$ cat config.mk
export PLATFORM = sky130hd
export DESIGN_NAME = dma_bus_arbiter
export DESIGN_NICKNAME = d
export VERILOG_FILES = /design/src/rtl/dma_arb_pkg.sv /design/src/rtl/dma_arb_pick.sv /design/src/rtl/dma_arb_hold.sv /design/src/rtl/dma_bus_arbiter.sv
export SDC_FILE = /design/constraint.sdc
export NUM_CORES = 1
export LEC_CHECK = 0
export ABC_AREA = 1
export BUFFER_PORTS_ARGS = -buffer_cell sky130_fd_sc_hd__buf_2
export CAP_MARGIN = 25
export CORE_MARGIN = 3
export CORE_UTILIZATION = 40
export DETAILED_ROUTE_END_ITERATION = 10
export PLACE_DENSITY_LB_ADDON = 0.3
export SLEW_MARGIN = 20
export SYNTH_ARGS = -nofsm -noshare
export SYNTH_HDL_FRONTEND = slang
export SYNTH_SLANG_ARGS = --single-unit
$ cat constraint.sdc
create_clock -name clk -period 1.76 [get_ports clk]
set_input_delay 0.352 -clock clk [delete_from_list [all_inputs] [get_ports clk]]
set_output_delay 0.352 -clock clk [all_outputs]
set_load 0.005 [all_outputs]
$ cat src/rtl/dma_arb_pkg.sv
package dma_arb_pkg;

  // Ownership state of the shared master port
  typedef enum logic [0:0] {
    ARB_IDLE = 1'b0,
    ARB_HELD = 1'b1
  } arb_state_e;

endpackage

$ cat src/rtl/dma_arb_pick.sv
// Combinational winner selection: highest priority value, lowest index on ties.
module dma_arb_pick #(
  parameter int NUM_CH = 8,
  parameter int PRIO_W = 3
) (
  input  logic [NUM_CH-1:0]        req,
  input  logic [NUM_CH*PRIO_W-1:0] prio,
  output logic [NUM_CH-1:0]        win_onehot,
  output logic                     win_valid
);

  localparam int IDX_W = (NUM_CH > 1) ? $clog2(NUM_CH) : 1;

  // Stage k holds the best candidate among channels k..NUM_CH-1
  logic [NUM_CH:0] found;
  logic [PRIO_W-1:0] best_prio [NUM_CH+1];
  logic [IDX_W-1:0]  best_idx  [NUM_CH+1];

  assign found[NUM_CH]     = 1'b0;
  assign best_prio[NUM_CH] = '0;
  assign best_idx[NUM_CH]  = '0;

  for (genvar k = 0; k < NUM_CH; k++) begin : g_stage
    logic [PRIO_W-1:0] own_prio;
    logic              take;
    assign own_prio = prio[k*PRIO_W +: PRIO_W];
    // Lower index wins a tie, so equal priority replaces the higher-index candidate
    assign take = req[k] && (!found[k+1] || (own_prio >= best_prio[k+1]));
    assign found[k]     = found[k+1] | req[k];
    assign best_prio[k] = take ? own_prio : best_prio[k+1];
    assign best_idx[k]  = take ? IDX_W'(k) : best_idx[k+1];
  end

  assign win_valid  = found[0];
  assign win_onehot = found[0] ? ({{(NUM_CH-1){1'b0}}, 1'b1} << best_idx[0]) : '0;

  always_comb begin

    pick_onehot_chk: assert ($onehot0(win_onehot));

    pick_valid_chk: assert (win_valid == (|req));
  end

endmodule

$ cat src/rtl/dma_arb_hold.sv
// Grant ownership register: decides when a new winner may be loaded.
module dma_arb_hold
  import dma_arb_pkg::*;
#(
  parameter int NUM_CH = 8
) (
  input  logic              clk,
  input  logic              rst_n,
  input  logic [NUM_CH-1:0] win_onehot,
  input  logic              win_valid,
  input  logic [NUM_CH-1:0] unit_done,
  input  logic [NUM_CH-1:0] fill_lock,
  output logic [NUM_CH-1:0] grant
);

  arb_state_e        state_q, state_d;
  logic [NUM_CH-1:0] grant_q, grant_d;
  logic              owner_done, owner_locked, decide;

  assign owner_done   = |(grant_q & unit_done);
  assign owner_locked = |(grant_q & fill_lock);

  // Decision point: port free, or owner finished a unit outside a fill block
  assign decide = (state_q == ARB_IDLE) || (owner_done && !owner_locked);

  always_comb begin
    state_d = state_q;
    grant_d = grant_q;
    if (decide) begin
      grant_d = win_onehot;
      state_d = win_valid ? ARB_HELD : ARB_IDLE;
    end
  end

  always_ff @(posedge clk or negedge rst_n) begin
    if (!rst_n) begin
      state_q <= ARB_IDLE;
      grant_q <= '0;
    end else if (decide) begin
      state_q <= state_d;
      grant_q <= grant_d;
    end
  end

  assign grant = grant_q;


  hold_until_done_chk: assert property (@(posedge clk) disable iff (!rst_n)
    (state_q == ARB_HELD && !owner_done) |=> $stable(grant_q));


  fill_lock_keep_chk: assert property (@(posedge clk) disable iff (!rst_n)
    (state_q == ARB_HELD && owner_locked) |=> $stable(grant_q));


  idle_state_chk: assert property (@(posedge clk) disable iff (!rst_n)
    (state_q == ARB_IDLE) |-> (grant_q == '0));

endmodule

$ cat src/rtl/dma_bus_arbiter.sv
module dma_bus_arbiter #(
  parameter int NUM_CH = 8,
  parameter int PRIO_W = 3
) (
  input  logic                     clk,
  input  logic                     rst_n,
  input  logic [NUM_CH-1:0]        ch_req,
  input  logic [NUM_CH*PRIO_W-1:0] ch_prio,
  input  logic [NUM_CH-1:0]        ch_fill_lock,
  input  logic [NUM_CH-1:0]        ch_unit_done,
  output logic [NUM_CH-1:0]        bus_grant
);

  logic [NUM_CH-1:0] win_onehot;
  logic              win_valid;

  dma_arb_pick #(
    .NUM_CH (NUM_CH),
    .PRIO_W (PRIO_W)
  ) u_pick (
    .req        (ch_req),
    .prio       (ch_prio),
    .win_onehot (win_onehot),
    .win_valid  (win_valid)
  );

  dma_arb_hold #(
    .NUM_CH (NUM_CH)
  ) u_hold (
    .clk        (clk),
    .rst_n      (rst_n),
    .win_onehot (win_onehot),
    .win_valid  (win_valid),
    .unit_done  (ch_unit_done),
    .fill_lock  (ch_fill_lock),
    .grant      (bus_grant)
  );


  grant_onehot_chk: assert property (@(posedge clk) disable iff (!rst_n)
    $onehot0(bus_grant));


  grant_to_requester_chk: assert property (@(posedge clk) disable iff (!rst_n)
    (bus_grant == '0) |=> ((bus_grant == '0) || ((bus_grant & $past(ch_req)) != '0)));


  foreign_done_chk: assert property (@(posedge clk) disable iff (!rst_n)
    ((bus_grant != '0) && ((bus_grant & ch_unit_done) == '0)) |=> $stable(bus_grant));


  release_empty_chk: assert property (@(posedge clk) disable iff (!rst_n)
    ((bus_grant & ch_unit_done & ~ch_fill_lock) != '0 && ch_req == '0) |=> (bus_grant == '0));

endmodule

==> results of run 1 <==
[layer usage]
layer | GRT usage (%) | up-vias | wire, µm
met1 | 24.1 | 1003 | 2360
met3 | 1.83 | 33 | 403
met4 | 8.10 | 0 | 337
met2 | 42.5 | 119 | 3260
li1 | - | 1046 | -
met5 | 0 | - | 0
[power groups by stage]
stage	Sequential (µW)	Combinational [µW]	Clock, µW
after floorplan	361	867	0
after global placement	357	1280	0
after detailed placement	362	1310	0
after CTS	359	1450	243
after global routing	370	1910	262
final	361	1780	241
[final cells by class]
type,instances,area [µm²]
Inverter,42,163
Sequential cell,9,225
Clock buffer,4,45.0
Timing Repair Buffer,134,945
Multi-Input combinational cell,182,1490
Tap cell,46,57.6
Fill cell,190,574
[synth_stat cells (2+ instances only)]
cell type  number
ha_1           13
a221oi_1        4
inv_1          36
nand2_4        11
o21ai_2         3
nand2_1        69
o21ai_1         3
dfrtp_1         9
nand3_1        26
o2111ai_1       2
nand3_2         9
clkinv_1        2
inv_2           4
a21oi_1         2
a22o_1          4
nor2_1          7
nand2_2         7
nor2_2          2
o21ai_0         8
nand4_1         4
[through the flow]
step           worst slack, ps  area (µm²)  instances  hold WS [ps]  total power, µW
6_report                 -5050        2920        417           505             2380
5_1_grt                  -5370        2920        417           524             2540
4_1_cts                  -4530        2670        415           503             2060
3_5_place_dp             -5200        2310        386           207             1670
3_3_place_gp             -5080        2310        386           204             1640
2_1_floorplan            -4730        1590        233          56.4             1230
[final timing paths]
kind,cells past startpoint,from,to,slack [ps]
setup reg to reg,7,u_hold.grant[6],u_hold.grant[0],50
max in group asynchronous,2,rst_n,u_hold.grant[6],1080
min in group clk,2,u_hold.grant[5],u_hold.grant[5],520
setup / recovery,60,ch_prio[23],u_hold.grant[7],-5050
hold reg to reg,2,u_hold.grant[5],u_hold.grant[5],520
hold / removal,2,rst_n,u_hold.grant[0],510
[sequential cells by signal, summed over array words and instances, names as in the netlist]
register and flops:
u_hold.grant 8, u_hold.state_q 1
[cells by family after synthesis]
logic type / count (synthesis) / synth area share [%]
buffers and inverters: 42 / 10.4
AO/OA/AOI/OAI: 29 / 13.5
flip-flops: 9 / 14.9
adder cells (fa/ha/maj): 13 / 10.8
AND/OR/NAND/NOR: 140 / 50.4
[critical path, delay by kind of cell]
family,cells,cell delay [ps]
AND/OR/NAND/NOR,39,3290
adder cells (fa/ha/maj),7,1890
AO/OA/AOI/OAI,10,1190
buffers and inverters,4,260
[repair_timing]
action / in CTS / in global routing
setup buffers: 24 / 14
hold buffers: 1 / 0
gates resized for setup: 31 / 50
endpoints found under the setup margin: 9 / 9
pin swaps: 22 / 38
endpoints found under the hold margin: 9 / 0
==> results.py, run 1 <==
metrics = {
    "status": {
        "status": "finished with violations",
        "violations": "negative setup slack",
    },
    "power_and_ir_drop": {
        "leakagePower_uw": 0.00160,
        "clkPwrFrac_pct": 10.1,
        "powerDensity_mw_per_mm2": 814,
        "ir_worst_vdd_mv": 0.386,
        "p_sw_share_pct": 47.1,
        "p_comb_share_pct": 74.7,
        "switching_power_uw": 1120,
        "p_int_uw": 1260,
        "p_seq_share_pct": 15.2,
    },
    "setup_path": {
        "crit_path_max_fanout": 7,
        "start_kind": "input port",
        "worstSetupPathType": "in -> reg",
        "crit_path_frequent_cell": "nand2_4",
        "slowest_stage": "ha_1",
        "critPathCaptureType": "flip-flop",
        "crit_required_ps": 1930,
        "slowest_delay_ps": 340,
        "arrival_ps": 6980,
    },
    "sta": {
        "hold_viol": 0,
        "period_minus_slack_ps": 6810,
        "post-route-period-util_pct": 387,
        "rsz0062_at_grt": "true",
        "tightest_slew_ps": 347,
        "tns_ps": -41540,
        "setup_ws_ps": -5050,
        "fmax_mhz": 147,
        "setup_viol": 9,
        "skew_ps": 1.47,
        "drv_slew": 0,
        "slew_headroom_pct": 76.6,
    },
    "layout": {
        "layout_commonest_cell": "buf_4",
        "syn_to_final_growth_pct": 93.2,
        "fin_nets": 435,
        "insertedDiodeCount": 0,
        "final_cell_mix": "buf_4 (64), nand2_1 (55), buf_2 (53)",
        "drive_above_1_share_pct": 61.5,
        "fin_util_pct": 83.6,
    },
    "global_routing": {
        "grt_max_degree": 10,
        "antenna_found_initial": 0,
        "grt_pass1_wl_um": 7750,
        "grt_pass1_vias": 1950,
        "grt_overflow": 0,
        "grt.total_usage_pct": 21.9,
    },
    "clocking": {
        "htreeDepth": 1,
        "numCtsBuffers": 3,
        "clkSinkCount": 9,
        "cts_tree": "yes",
        "worst_skew_pair.late_latency_ps": 240,
        "clock-root-buffer": "clkbuf_8",
        "cts_buffer_depth": 2,
        "clk_pin_slew_worst_paths_ps": 40,
    },
    "die": {
        "die_height_um": 67.5,
        "initial_utilization_pct": 43.3,
        "dieArea_mm2": 0.00455,
        "core_mm2": 0.00349,
        "rows": 21,
        "die_w_um": 67.5,
        "io_pins": 58,
    },
    "synthesis": {
        "syn_area_mm2": 0.00151,
        "ys_seq_elements": 9,
        "syn_nets": 296,
        "yosys_warnings": 0,
        "seq_area_frac_synth_pct": 14.9,
        "synth_cells": 233,
        "async_reset_ff_share_pct": 100,
        "synthDominantCellAreaShare_pct": 17.1,
        "syn_area_per_cell_um2": 6.49,
        "synth-edff-count": 0,
        "synth_top_area_cell": "nand2_1",
        "synthFlopType": "dfrtp_1",
        "yosys-top-cells-area": "nand2_1 (17%), dfrtp_1 (15%), ha_1 (11%)",
        "synth_cell_types": 28,
    },
    "placement": {
        "gp_routability_congestion": 0.799,
        "portBuffers": 57,
        "dp_hpwl_um": 3280,
    },
    "hold_path": {
        "hold_class": "in -> async",
    },
    "routing": {
        "drt-total-wl_um": 6360,
        "viasPerCell": 5.28,
        "firstDrtPassIters": 5,
        "drt_iter0_drc": 124,
        "vias": 2201,
        "wl_per_cell_um": 15.3,
        "drc_errors": 0,
        "ant_nets": 0,
    },
    "run": {
        "drv_cap": 0,
    },
}
Power figures use the tool's default switching activity.
==> run 2, diff against run 1 <==
--- a/config.mk
+++ b/config.mk
@@ -16,3 +16,4 @@
 export SYNTH_ARGS = -nofsm -noshare
 export SYNTH_HDL_FRONTEND = slang
 export SYNTH_SLANG_ARGS = --single-unit
+export TNS_END_PERCENT = 30
==> run 2 against run 1 <==
Effect of this change: the run still ends with negative setup slack left; via count shrank 6.5%; critical path depth rose by 3; sequential power hardly changed; non-clock buffer count is 3 higher; count of clock-buffer cells in the layout is the same; highest routed layer unchanged; critical path type unchanged; sequential share of layout area up 0.42 points; flip-flop and latch count unchanged; final area shrank 5.1%; maximum frequency rose by 3.5%; cell count is 0.72% higher; register-to-register slack better by 40 ps; largest cell class unchanged.
==> results.py, run 2 (synthesis results as in run 1) <==
metrics = {
    "sta": {
        "slew_headroom_pct": 78.7,
        "period_minus_slack_ps": 6580,
        "hold_viol": 0,
        "setup_viol": 9,
        "tightest_slew_ps": 316,
        "fmax_mhz": 152,
        "post-route-period-util_pct": 374,
        "drv_slew": 0,
        "skew_ps": 0.923,
        "rsz0062_at_grt": "true",
        "setup_ws_ps": -4820,
    },
    "clocking": {
        "cts_tree": "yes",
        "worst_skew_pair.late_latency_ps": 230,
        "htreeDepth": 1,
        "clkSinkCount": 9,
        "cts_buffer_depth": 2,
        "numCtsBuffers": 3,
        "clock-root-buffer": "clkbuf_8",
        "clk_pin_slew_worst_paths_ps": 40,
    },
    "routing": {
        "drc_errors": 0,
        "ant_nets": 0,
        "firstDrtPassIters": 4,
        "vias": 2058,
        "drt-total-wl_um": 5120,
        "viasPerCell": 4.90,
        "wl_per_cell_um": 12.2,
        "drt_iter0_drc": 105,
    },
    "layout": {
        "fin_nets": 438,
        "fin_util_pct": 79.3,
        "largest_reg_flops": 8,
        "regArea_um2": 225,
        "drive_above_1_share_pct": 57.8,
        "layout_commonest_cell": "buf_4",
        "fillers": 217,
        "fin_cells": 420,
        "final_cell_mix": "buf_4 (79), nand2_1 (54), buf_2 (54)",
        "insertedDiodeCount": 0,
        "multi_input_comb_area_mm2": 0.00137,
        "syn_to_final_growth_pct": 83.3,
    },
    "placement": {
        "dp_slack_ps": -5260,
        "portBuffers": 57,
        "dp_hpwl_um": 3330,
        "dp.cells": 388,
        "gp_routability_congestion": 0.773,
    },
    "die": {
        "initial_utilization_pct": 43.3,
        "io_pins": 58,
        "core_mm2": 0.00349,
        "rows": 21,
        "dieArea_mm2": 0.00455,
        "die_height_um": 67.5,
        "die_w_um": 67.5,
    },
    "setup_path": {
        "worstSetupPathType": "in -> reg",
        "start_kind": "input port",
        "slowest_stage": "ha_1",
        "critPathCaptureType": "flip-flop",
        "slowest_delay_ps": 300,
        "cp_top_family": "simple AND/OR/NAND/NOR gates",
        "crit_required_ps": 1930,
        "cp.buffers_inverters": 9,
        "crit_path_max_fanout": 7,
        "arrival_ps": 6740,
    },
    "global_routing": {
        "grt.total_usage_pct": 20.7,
        "grt_pass1_vias": 1939,
        "grt_max_degree": 10,
        "grt_pass1_wl_um": 7480,
        "grt_overflow": 0,
        "antenna_found_initial": 0,
    },
    "run": {
        "drv_cap": 0,
    },
    "power_and_ir_drop": {
        "powerDensity_mw_per_mm2": 807,
        "leakagePower_uw": 0.00158,
        "power_uw": 2230,
        "ir_worst_vdd_mv": 0.427,
    },
    "status": {
        "violations": "negative setup slack",
        "status": "finished with violations",
    },
    "hold_path": {
        "hold_class": "in -> async",
    },
}
[run 2: cell count changes in the layout (fill, tap and decap cells not counted), moves of 2 or more]
cell	previous run	this run
buf_4	64	79
buf_6	15	2
ha_1	5	7
ha_4	8	6
inv_1	28	32
inv_2	10	7
nand2_2	13	17
nand2_4	18	15
nor2_1	1	6
nor2_4	6	2
o21ai_1	2	4
o21ai_4	6	4
[run 2: cell type report]
cell class	instances	share of cell area, %
sequential	9	8.13
multi-input combinational	182	49.3
timing repair buffer	137	33.1
tap	46	2.08
clock buffer	4	1.63
inverter	42	5.78
[run 2: through the flow]
| step | hold slack [ps] | setup TNS [ps] | area, µm² |
|---|---|---|---|
| final | 502 | -38770 | 2770 |
| after global routing | 522 | -41780 | 2770 |
| after CTS | 495 | -37230 | 2650 |
| after detailed placement | 207 | -42380 | 2310 |
| after global placement | 206 | -40680 | 2310 |
| after floorplan | 56.4 | -37200 | 1580 |
[run 2: per-layer routing]
layer  vias to the layer above  part of all wire, %  track usage, %
met5                         -                    0               0
met4                         0                  2.6            5.57
met3                        20                  5.8            2.50
met2                        71                   53            42.6
met1                       918                   38            21.2
li1                       1049                    -               -
[run 2: what timing repair did]
action                     in CTS  in global routing
resized for setup              27                 17
setup buffers                  21                  6
hold buffers                    1                  0
pin swaps                      38                 29
hold endpoints to repair        9                  0
setup endpoints to repair       9                  9
[run 2: power breakdown]
part / leakage (µW) / internal, µW / switching [µW]
sequential: 0.000118 / 290 / 69.2
clock: 0.0000228 / 157 / 75.4
combinational: 0.00144 / 781 / 861
total: 0.00158 / 1230 / 1010
[run 2: worst paths after layout]
kind,start,slack (ps),depth (start not counted),endpoint
worst max-delay path,ch_req[7],-4820,63,u_hold.grant[5]
worst min-delay path,rst_n,500,2,u_hold.grant[5]
worst max register to register,u_hold.grant[6],90,8,u_hold.grant[3]
worst min register to register,u_hold.state_q,530,2,u_hold.state_q
max in group asynchronous,rst_n,1090,2,u_hold.grant[0]
min in group clk,ch_req[0],500,4,u_hold.state_q
